File: config.mk
export PLATFORM = sky130hd
export DESIGN_NAME = rpm_ctrl
export DESIGN_NICKNAME = d
export VERILOG_FILES = /design/src/rtl/rpm_pkg.sv /design/src/rtl/rpm_domain.sv /design/src/rtl/rpm_sel_gap.sv /design/src/rtl/rpm_ctrl.sv
export SDC_FILE = /design/constraint.sdc
export NUM_CORES = 1
export LEC_CHECK = 0
export ABC_AREA = 1
export CORE_MARGIN = 10
export CORE_UTILIZATION = 65
export DETAILED_ROUTE_END_ITERATION = 16
export DONT_BUFFER_PORTS = 1
export PLACE_DENSITY = 0.81
export SLEW_MARGIN = 20
export SYNTH_ARGS = -nofsm -noshare
export SYNTH_HDL_FRONTEND = slang
export SYNTH_SLANG_ARGS = --single-unit
File: constraint.sdc
create_clock -name clk -period 4 [get_ports clk]
set_input_delay 0.4 -clock clk [delete_from_list [all_inputs] [get_ports clk]]
set_output_delay 0.4 -clock clk [all_outputs]
set_load 0.01 [all_outputs]
File: src/rtl/rpm_pkg.sv
package rpm_pkg;
  localparam int NDOM  = 5;
  localparam int D_REG = 0;
  localparam int D_OSC = 1;
  localparam int D_SYN = 2;
  localparam int D_RX  = 3;
  localparam int D_TX  = 4;

  localparam logic [3:0] M_PD   = 4'h0;
  localparam logic [3:0] M_DSLP = 4'h1;
  localparam logic [3:0] M_STBY = 4'h5;
  localparam logic [3:0] M_SRX  = 4'h8;
  localparam logic [3:0] M_FRX  = 4'h9;
  localparam logic [3:0] M_WOR  = 4'hB;
  localparam logic [3:0] M_STX  = 4'hC;
  localparam logic [3:0] M_FTX  = 4'hD;

  typedef enum logic [1:0] {ST_RUN, ST_DSLP, ST_INIT} pstate_t;

  // Map a written 7-bit code onto an applied code; unknown codes become power-down.
  function automatic logic [3:0] norm_code(input logic [6:0] c);
    case (c)
      7'h00, 7'h01, 7'h05, 7'h08, 7'h09, 7'h0B, 7'h0C, 7'h0D: norm_code = c[3:0];
      default: norm_code = M_PD;
    endcase
  endfunction

  // Domains required by an applied mode, bit index per D_* above.
  function automatic logic [NDOM-1:0] need_of(input logic [3:0] m);
    case (m)
      M_STBY:       need_of = 5'b00011;
      M_SRX, M_STX: need_of = 5'b00111;
      M_FRX:        need_of = 5'b01111;
      M_FTX:        need_of = 5'b10111;
      default:      need_of = 5'b00000;
    endcase
  endfunction

  function automatic logic fifo_of(input logic [3:0] m);
    fifo_of = (m == M_STBY) || (m == M_SRX) || (m == M_FRX) ||
              (m == M_STX) || (m == M_FTX);
  endfunction
endpackage

File: src/rtl/rpm_domain.sv
// Settle model for one power domain: ready after DLY enabled cycles.
module rpm_domain #(
  parameter int DLY = 16
) (
  input  logic clk,
  input  logic rst_n,
  input  logic en,
  output logic rdy
);
  localparam int W = $clog2(DLY + 1);
  localparam logic [W-1:0] LAST = W'(DLY);

  logic [W-1:0] cnt_q, cnt_d;

  always_comb begin
    if (!en)               cnt_d = '0;
    else if (cnt_q != LAST) cnt_d = cnt_q + 1'b1;
    else                   cnt_d = cnt_q;
  end

  always_ff @(posedge clk or negedge rst_n) begin
    if (!rst_n) cnt_q <= '0;
    else        cnt_q <= cnt_d;
  end

  assign rdy = (cnt_q == LAST);
endmodule

File: src/rtl/rpm_sel_gap.sv
// Flags that the select line has been high for N consecutive cycles.
module rpm_sel_gap #(
  parameter int N = 13
) (
  input  logic clk,
  input  logic rst_n,
  input  logic sel_n,
  output logic gap_ok
);
  localparam int W = $clog2(N + 1);
  localparam logic [W-1:0] SAT = W'(N);

  logic [W-1:0] hi_q, hi_d;

  always_comb begin
    if (!sel_n)          hi_d = '0;
    else if (hi_q != SAT) hi_d = hi_q + 1'b1;
    else                 hi_d = hi_q;
  end

  always_ff @(posedge clk or negedge rst_n) begin
    if (!rst_n) hi_q <= '0;
    else        hi_q <= hi_d;
  end

  assign gap_ok = (hi_q == SAT);
endmodule

File: src/rtl/rpm_ctrl.sv
module rpm_ctrl
  import rpm_pkg::*;
#(
  parameter int REG_DLY    = 64,
  parameter int OSC_DLY    = 62500,
  parameter int SYN_DLY    = 5000,
  parameter int PATH_DLY   = 32,
  parameter int SEL_HI_CYC = 13
) (
  input  logic       clk,
  input  logic       rst_n,
  input  logic       wr_en,
  input  logic [7:0] wr_data,
  input  logic       sel_n,
  input  logic       vdd_low,
  output logic [7:0] rd_mode,
  output logic       rdy,
  output logic       stat_vreg_ok,
  output logic       stat_bod,
  output logic       en_reg,
  output logic       en_osc,
  output logic       en_syn,
  output logic       en_rx,
  output logic       en_tx,
  output logic       lp_tmr_en,
  output logic       fifo_en,
  output logic       so_low
);
  localparam logic [NDOM-1:0] NEED_REG = NDOM'(1) << D_REG;

  pstate_t         st_q, st_d;
  logic [3:0]      cur_q, cur_d, pend_q, pend_d;
  logic            pv_q, pv_d, arm_q, arm_d;
  logic [1:0]      bod_q;
  logic [NDOM-1:0] need, en, dom_rdy;
  logic            gap_ok, settled, run, wr_set, wr_clr;

  // Domains required now: init needs only the regulator, sleep needs none.
  always_comb begin
    case (st_q)
      ST_INIT: need = NEED_REG;
      ST_DSLP: need = '0;
      default: need = need_of(cur_q);
    endcase
  end

  // Dependency chain: each enable waits for the ready of the domain below it.
  always_comb begin
    en[D_REG] = need[D_REG];
    en[D_OSC] = need[D_OSC] & dom_rdy[D_REG];
    en[D_SYN] = need[D_SYN] & dom_rdy[D_OSC];
    en[D_RX]  = need[D_RX]  & dom_rdy[D_SYN];
    en[D_TX]  = need[D_TX]  & dom_rdy[D_SYN];
  end

  for (genvar gi = 0; gi < NDOM; gi++) begin : g_dom
    localparam int DLY = (gi == D_REG) ? REG_DLY :
                         (gi == D_OSC) ? OSC_DLY :
                         (gi == D_SYN) ? SYN_DLY : PATH_DLY;
    rpm_domain #(.DLY(DLY)) u_dom (
      .clk  (clk),
      .rst_n(rst_n),
      .en   (en[gi]),
      .rdy  (dom_rdy[gi])
    );
  end

  rpm_sel_gap #(.N(SEL_HI_CYC)) u_gap (
    .clk   (clk),
    .rst_n (rst_n),
    .sel_n (sel_n),
    .gap_ok(gap_ok)
  );

  assign settled = (dom_rdy == need);
  assign run     = (st_q == ST_RUN);
  assign wr_set  = run & wr_en & wr_data[7];
  assign wr_clr  = run & wr_en & ~wr_data[7];

  always_comb begin
    st_d   = st_q;
    cur_d  = cur_q;
    pend_d = pend_q;
    pv_d   = pv_q;
    arm_d  = arm_q;
    case (st_q)
      ST_RUN: begin
        if (wr_clr && arm_q) begin
          cur_d = M_PD;
          pv_d  = 1'b0;
          arm_d = 1'b0;
        end else begin
          if (wr_set && gap_ok) arm_d = 1'b1;
          if (wr_clr) begin
            if (settled && !pv_q) begin
              cur_d = norm_code(wr_data[6:0]);
            end else begin
              pv_d   = 1'b1;
              pend_d = norm_code(wr_data[6:0]);
            end
          end else if (settled && pv_q) begin
            cur_d = pend_q;
            pv_d  = 1'b0;
          end else if (settled && cur_q == M_DSLP) begin
            st_d = ST_DSLP;
          end
        end
      end
      ST_DSLP: begin
        if (!sel_n) begin
          st_d  = ST_INIT;
          cur_d = M_PD;
          pv_d  = 1'b0;
          arm_d = 1'b0;
        end
      end
      default: begin
        if (dom_rdy[D_REG]) st_d = ST_RUN;
      end
    endcase
  end

  always_ff @(posedge clk or negedge rst_n) begin
    if (!rst_n) begin
      st_q   <= ST_RUN;
      cur_q  <= M_PD;
      pend_q <= M_PD;
      pv_q   <= 1'b0;
      arm_q  <= 1'b0;
      bod_q  <= 2'b00;
    end else begin
      st_q   <= st_d;
      cur_q  <= cur_d;
      pend_q <= pend_d;
      pv_q   <= pv_d;
      arm_q  <= arm_d;
      bod_q  <= {bod_q[0], vdd_low};
    end
  end

  assign rd_mode      = {arm_q, 3'b000, cur_q};
  assign rdy          = run & settled & ~pv_q & (cur_q != M_DSLP);
  assign stat_vreg_ok = dom_rdy[D_REG];
  assign stat_bod     = bod_q[1];
  assign en_reg       = en[D_REG];
  assign en_osc       = en[D_OSC];
  assign en_syn       = en[D_SYN];
  assign en_rx        = en[D_RX];
  assign en_tx        = en[D_TX];
  assign lp_tmr_en    = run & (cur_q == M_WOR);
  assign fifo_en      = run & fifo_of(cur_q);
  assign so_low       = (st_q == ST_INIT) & ~dom_rdy[D_REG];
endmodule

* Word-level counts from Yosys, hierarchy flattened
Index checks and enable logic that the tools add are counted. Widths: inputs -> output; s select.
Storage, ports and cells: register bits after elaboration 66, bits of input ports 13, output and inout bits 19, logic and storage cells 139
Operators by class: $add $sub $neg 6, equal/unequal tests 45, mux-type cells 37, bitwise gates (word level) 18, reduce and logical (&&, ||, !) cells 21
Operator list (number):
- $eq 7x4->1 const B | 5
- $mux 16 | 2
- $mux 4 | 8
- $mux 13 | 2
- $eq 4x4->1 const B | 6
- $mux 6 | 4
- $pmux 5 s4 | 1
- $add 16x1->16 const B | 1
- $eq 16x16->1 const B | 1
- $ne 16x16->1 const B | 1
- $ne 2x2->1 const B | 8
- $mux 7 | 2
- $add 13x1->13 const B | 1
- $and 1x1->1 | 13
- $eq 13x13->1 const B | 1
- $ne 13x13->1 const B | 1
- $add 6x1->6 const B | 2
- $eq 6x6->1 const B | 2
- $mux 2 | 6
- $ne 6x6->1 const B | 2
- $reduce_and 4->1 | 3
- $pmux 5 s2 | 1
- $ne 4x1->1 const B | 2
- $ne 4x4->1 const B | 2
- 30 further kinds | 50

* Logic depth before layout (Yosys ltp)
word-level depth 11, gate-level depth with buffers 17, depth with buffers taken out 16

* By module
From an unflattened synthesis, not the netlist that was laid out.
Unflattened totals: cell total of the unflattened synthesis 585, area total of the unflattened synthesis 4236.6 um^2
By module, submodules not included:
- rpm_ctrl | times used 1, cells each 163, area an instance 1061.0 um^2, seq. area each 350.3 um^2
- rpm_domain at g_dom[1].u_dom | times used 1, cells each 139, area an instance 1032.2 um^2, seq. area each 400.4 um^2
- rpm_domain at g_dom[2].u_dom | times used 1, cells each 122, area an instance 832.0 um^2, seq. area each 325.3 um^2
- rpm_domain at g_dom[3].u_dom ... | times used 2, cells each 39, area an instance 339.1 um^2, seq. area each 150.1 um^2
- rpm_domain at g_dom[0].u_dom | times used 1, cells each 52, area an instance 391.6 um^2, seq. area each 175.2 um^2
- rpm_sel_gap | times used 1, cells each 31, area an instance 241.5 um^2, seq. area each 100.1 um^2

* Least setup slack after synthesis
Ideal clock, no wire load.
kind reg-to-output, from reg st_q[0], to out rdy, data arrival time 2034 ps, required time 3600 ps, path slack 1566 ps, stages on the path, launching flop included 14, path buffers 0, cell sequence dfrtp_1 -> inv_1 -> ha_1 -> inv_1 -> nand2_1 -> inv_1 -> a21oi_1 -> inv_1 -> ha_1 -> inv_1 -> nand3_2 -> nor2_2 -> nand3b_2 -> nor3_1
Between the ends: longest elaborated chain between the ends 6, elaborated cells on any way between the ends 8, those cells by class eq/ne (3); mux (1); bitwise (3); reduce/logical (1)
RTL lines:
- start, declared | RTL line rpm_ctrl.sv:31 | pstate_t st_q, st_d;
- start signal, assigned | RTL line rpm_ctrl.sv:132 | st_q <= st_d;
- $eq 2x1->1 / $eq 2x2->1 (equally long branches) | RTL line rpm_ctrl.sv:40 | case (st_q)
- $pmux 5 s2 * | RTL line rpm_ctrl.sv:40
- via en_reg | RTL line rpm_ctrl.sv:20 | output logic en_reg,
- $eq 5x5->1 * | RTL line rpm_ctrl.sv:75 | assign settled = (dom_rdy == need);
- $and 1x1->1 * (3 in a row) | RTL line rpm_ctrl.sv:142 | assign rdy = run & settled & ~pv_q & (cur_q != M_DSLP);
- end, declared | RTL line rpm_ctrl.sv:17 | output logic rdy,
The timed path passes the listed nets; every way through them passes the cells marked *.

* Worst setup path after layout
Ends and elaborated chain as after synthesis.

==> results.json <==
{
  "status": "finished, final reports clean",
  "final.setup.tns_ns": 0,
  "p_switching_uw": 491,
  "tightestPinTransition_ns": 0.803,
  "layout_commonest_cell": "nand2_1",
  "synth_area_sq_mm": 0.00381,
  "clk_latency_ns": 0.35,
  "cts_num_sinks": 66,
  "grt_pass1_vias": 3068,
  "synth-seq-area-share_pct": 43.3,
  "grt_usage_pct": 18.2,
  "fin_crit_sh_pct": 80.3,
  "power_density_mw_per_mm2": 381,
  "cts_tree": "yes",
  "final_area_sq_mm": 0.00408,
  "total_power_uw": 1550,
  "required_ns": 3.60,
  "die_w_um": 96.6,
  "ir_worst_vdd_v": 0.000337,
  "ys_warn_count": 0,
  "period_needed_ns": 3.21,
  "rows": 27,
  "pwr-share-comb_pct": 19.0,
  "core-area_sq_mm": 0.00561,
  "dr.pass1.iters": 4,
  "setup_viol": 0,
  "synth_seq_cells": 66,
  "syn_avg_cell_area_sq_um": 7.58,
  "p_sw_share_pct": 31.6,
  "cts.clk_slew.worst_paths_ns": 0.07,
  "io_pins": 32,
  "relSlewSlack_pct": 46.3,
  "portBuffers": 0,
  "fin_skew_ns": 0.00889,
  "async_reset_ff_share_pct": 100,
  "nFillCells": 458,
  "end_kind": "output pin",
  "numCtsBuffers": 9,
  "layout_common_cells": "111 x nand2_1, 78 x inv_1, 66 x dfrtp_1",
  "cellLeakagePower_uw": 0.00195,
  "fp.dieH_um": 96.6,
  "pwr-share-seq_pct": 46.0,
  "routed_wl_um": 7720,
  "ant_nets": 0,
  "start_util_pct": 68.0,
  "nNetsFinal": 540,
  "cts_repair_resize_count": 0,
  "areaGrowthSynthToFinish_pct": 7.06,
  "insertedDiodeCount": 0,
  "cts_max_path_buffers": 2,
  "grt_pass1_wl_um": 13400,
  "critPathMaxFanout": 5,
  "drc_errors": 0,
  "min_path_type": "in2reg",
  "synth_cell_types": 34,
  "grt-ovfl-total": 0,
  "postLayoutCoreUtil_pct": 72.8,
  "drt_iter0_drc": 125,
  "syn_inst": 503,
  "crit_path_start_kind": "flip-flop",
  "synthFlopType": "dfrtp_1",
  "antenna_found_initial": 0,
  "rsz0062_at_grt": "false",
  "critPathArrivalTime_ns": 2.81,
  "max_freq_ghz": 0.311,
  "placed_cell_area_sq_mm": 0.00386,
  "cts-root-buf": "clkbuf_8",
  "p_clk_share_pct": 35.0,
  "viasPerCell": 5.34,
  "p_int_uw": 1060,
  "h-tree-depth": 3,
  "worst_hold_slack_ns": 0.0810,
  "wl_per_cell_um": 13.1,
  "path_class": "reg2out",
  "synth_edf_count": 0,
  "dieArea_sq_mm": 0.00933,
  "hold_viol": 0,
  "grt_max_degree": 67,
  "drv_slew": 0,
  "maxCapViolations": 0,
  "gp_congestion": 0.818,
  "drive_above_1_share_pct": 9.69,
  "hpwl_um": 5760,
  "vias": 3140
}
worst max-delay path, stage by stage (launching register included):
cell and delay (ns):
dfrtp_1 0.37, inv_1 0.08, ha_1 0.30, inv_1 0.07, nand2_1 0.11, inv_1 0.06
a21oi_1 0.14, inv_1 0.17, ha_1 0.33, inv_1 0.07, nand3_2 0.07, nor2_2 0.17
nand3b_2 0.13, nor3_1 0.39
worst paths after layout:
| kind | from | endpoint | cells past startpoint | slack, ns |
|---|---|---|---|---|
| setup reg to reg | st_q[0] | cur_q[3] | 16 | 1.34 |
| max in group asynchronous | rst_n | pend_q[3] | 2 | 3.12 |
| hold reg to reg | bod_q[0] | bod_q[1] | 0 | 0.37 |
| min in group asynchronous | rst_n | g_dom[0].u_dom.cnt_q[6] | 2 | 0.61 |
| hold / removal | vdd_low | bod_q[0] | 0 | 0.08 |
| setup / recovery | st_q[0] | rdy | 13 | 0.79 |
kinds of logic (layout without fill, tap and decap cells):
kind of cell / after synthesis / in the layout / synth area share [%]
AOI/OAI and AO/OA: 76 / 76 / 10.6
adders and majority gates: 16 / 16 / 5.25
xor gates and xnor gates: 4 / 4 / 0.919
buffers and inverters: 94 / 105 / 10.0
DFF: 66 / 66 / 43.3
other: 1 / 3 / 0.0984
and+or+nand+nor: 246 / 246 / 29.8
registers in the layout, indices dropped and copies added (netlist names):
register           count
g_dom.u_dom.cnt_q     48
cur_q                  4
pend_q                 4
u_gap.hi_q             4
bod_q                  2
st_q                   2
arm_q                  1
pv_q                   1
cell type report:
class                           instances  area [sq um]  area share, %
Clock inverter                          6          57.6           1.41
Sequential cell                        66          1650           40.5
Timing Repair Buffer                    3          45.0           1.10
Tap cell                               72          90.1           2.21
Multi-Input combinational cell        345          1790           43.8
Clock buffer                           10           128           3.13
Inverter                               86           323           7.91
synth_stat cells, types with 2 or more instances:
library cell / count / area [sq um]
a211oi_1: 3 / 22.5
a21oi_1: 40 / 200
a31oi_1: 3 / 18.8
buf_2: 2 / 10.0
buf_4: 5 / 37.5
dfrtp_1: 66 / 1650
ha_1: 16 / 200
inv_1: 78 / 293
inv_2: 8 / 30.0
nand2_1: 111 / 417
nand2_2: 5 / 31.3
nand3_1: 26 / 130
nand3_2: 4 / 40.0
nand3b_1: 2 / 15.0
nand4_1: 8 / 50.1
nor2_1: 51 / 191
nor2_2: 8 / 50.1
nor2_4: 3 / 33.8
nor3_1: 15 / 75.1
nor3_2: 3 / 30.0
nor3b_1: 4 / 30.0
nor4_1: 3 / 18.8
o21a_1: 2 / 15.0
o21ai_0: 24 / 120
xor2_1: 4 / 35.0
through the flow:
stage,std cells,setup WS (ns)
6_report,588,0.786
5_1_grt,588,0.532
4_1_cts,588,0.754
3_5_place_dp,570,1.15
3_3_place_gp,570,1.30
2_1_floorplan,505,1.57
routing by layer:
layer / up-vias / track usage (%) / routed length, um
li1: 1617 / - / -
met1: 1444 / 21.8 / 3540
met2: 67 / 27.9 / 3450
met3: 12 / 8.25 / 613
met4: 0 / 7.51 / 123
met5: - / 0 / 0
power by group through the flow:
stage	logic (uW)	clock network, uW	registers, uW
after floorplan	231	0	720
after global placement	261	0	725
after detailed placement	272	0	728
after CTS	292	551	715
after global routing	334	591	718
final	295	543	715
timing repair:
item	4_1_cts	5_1_grt
setup buffers	0	0
hold buffers	2	0
endpoints found under the hold margin	66	0
No activity file was read; power rests on OpenSTA's default activity.
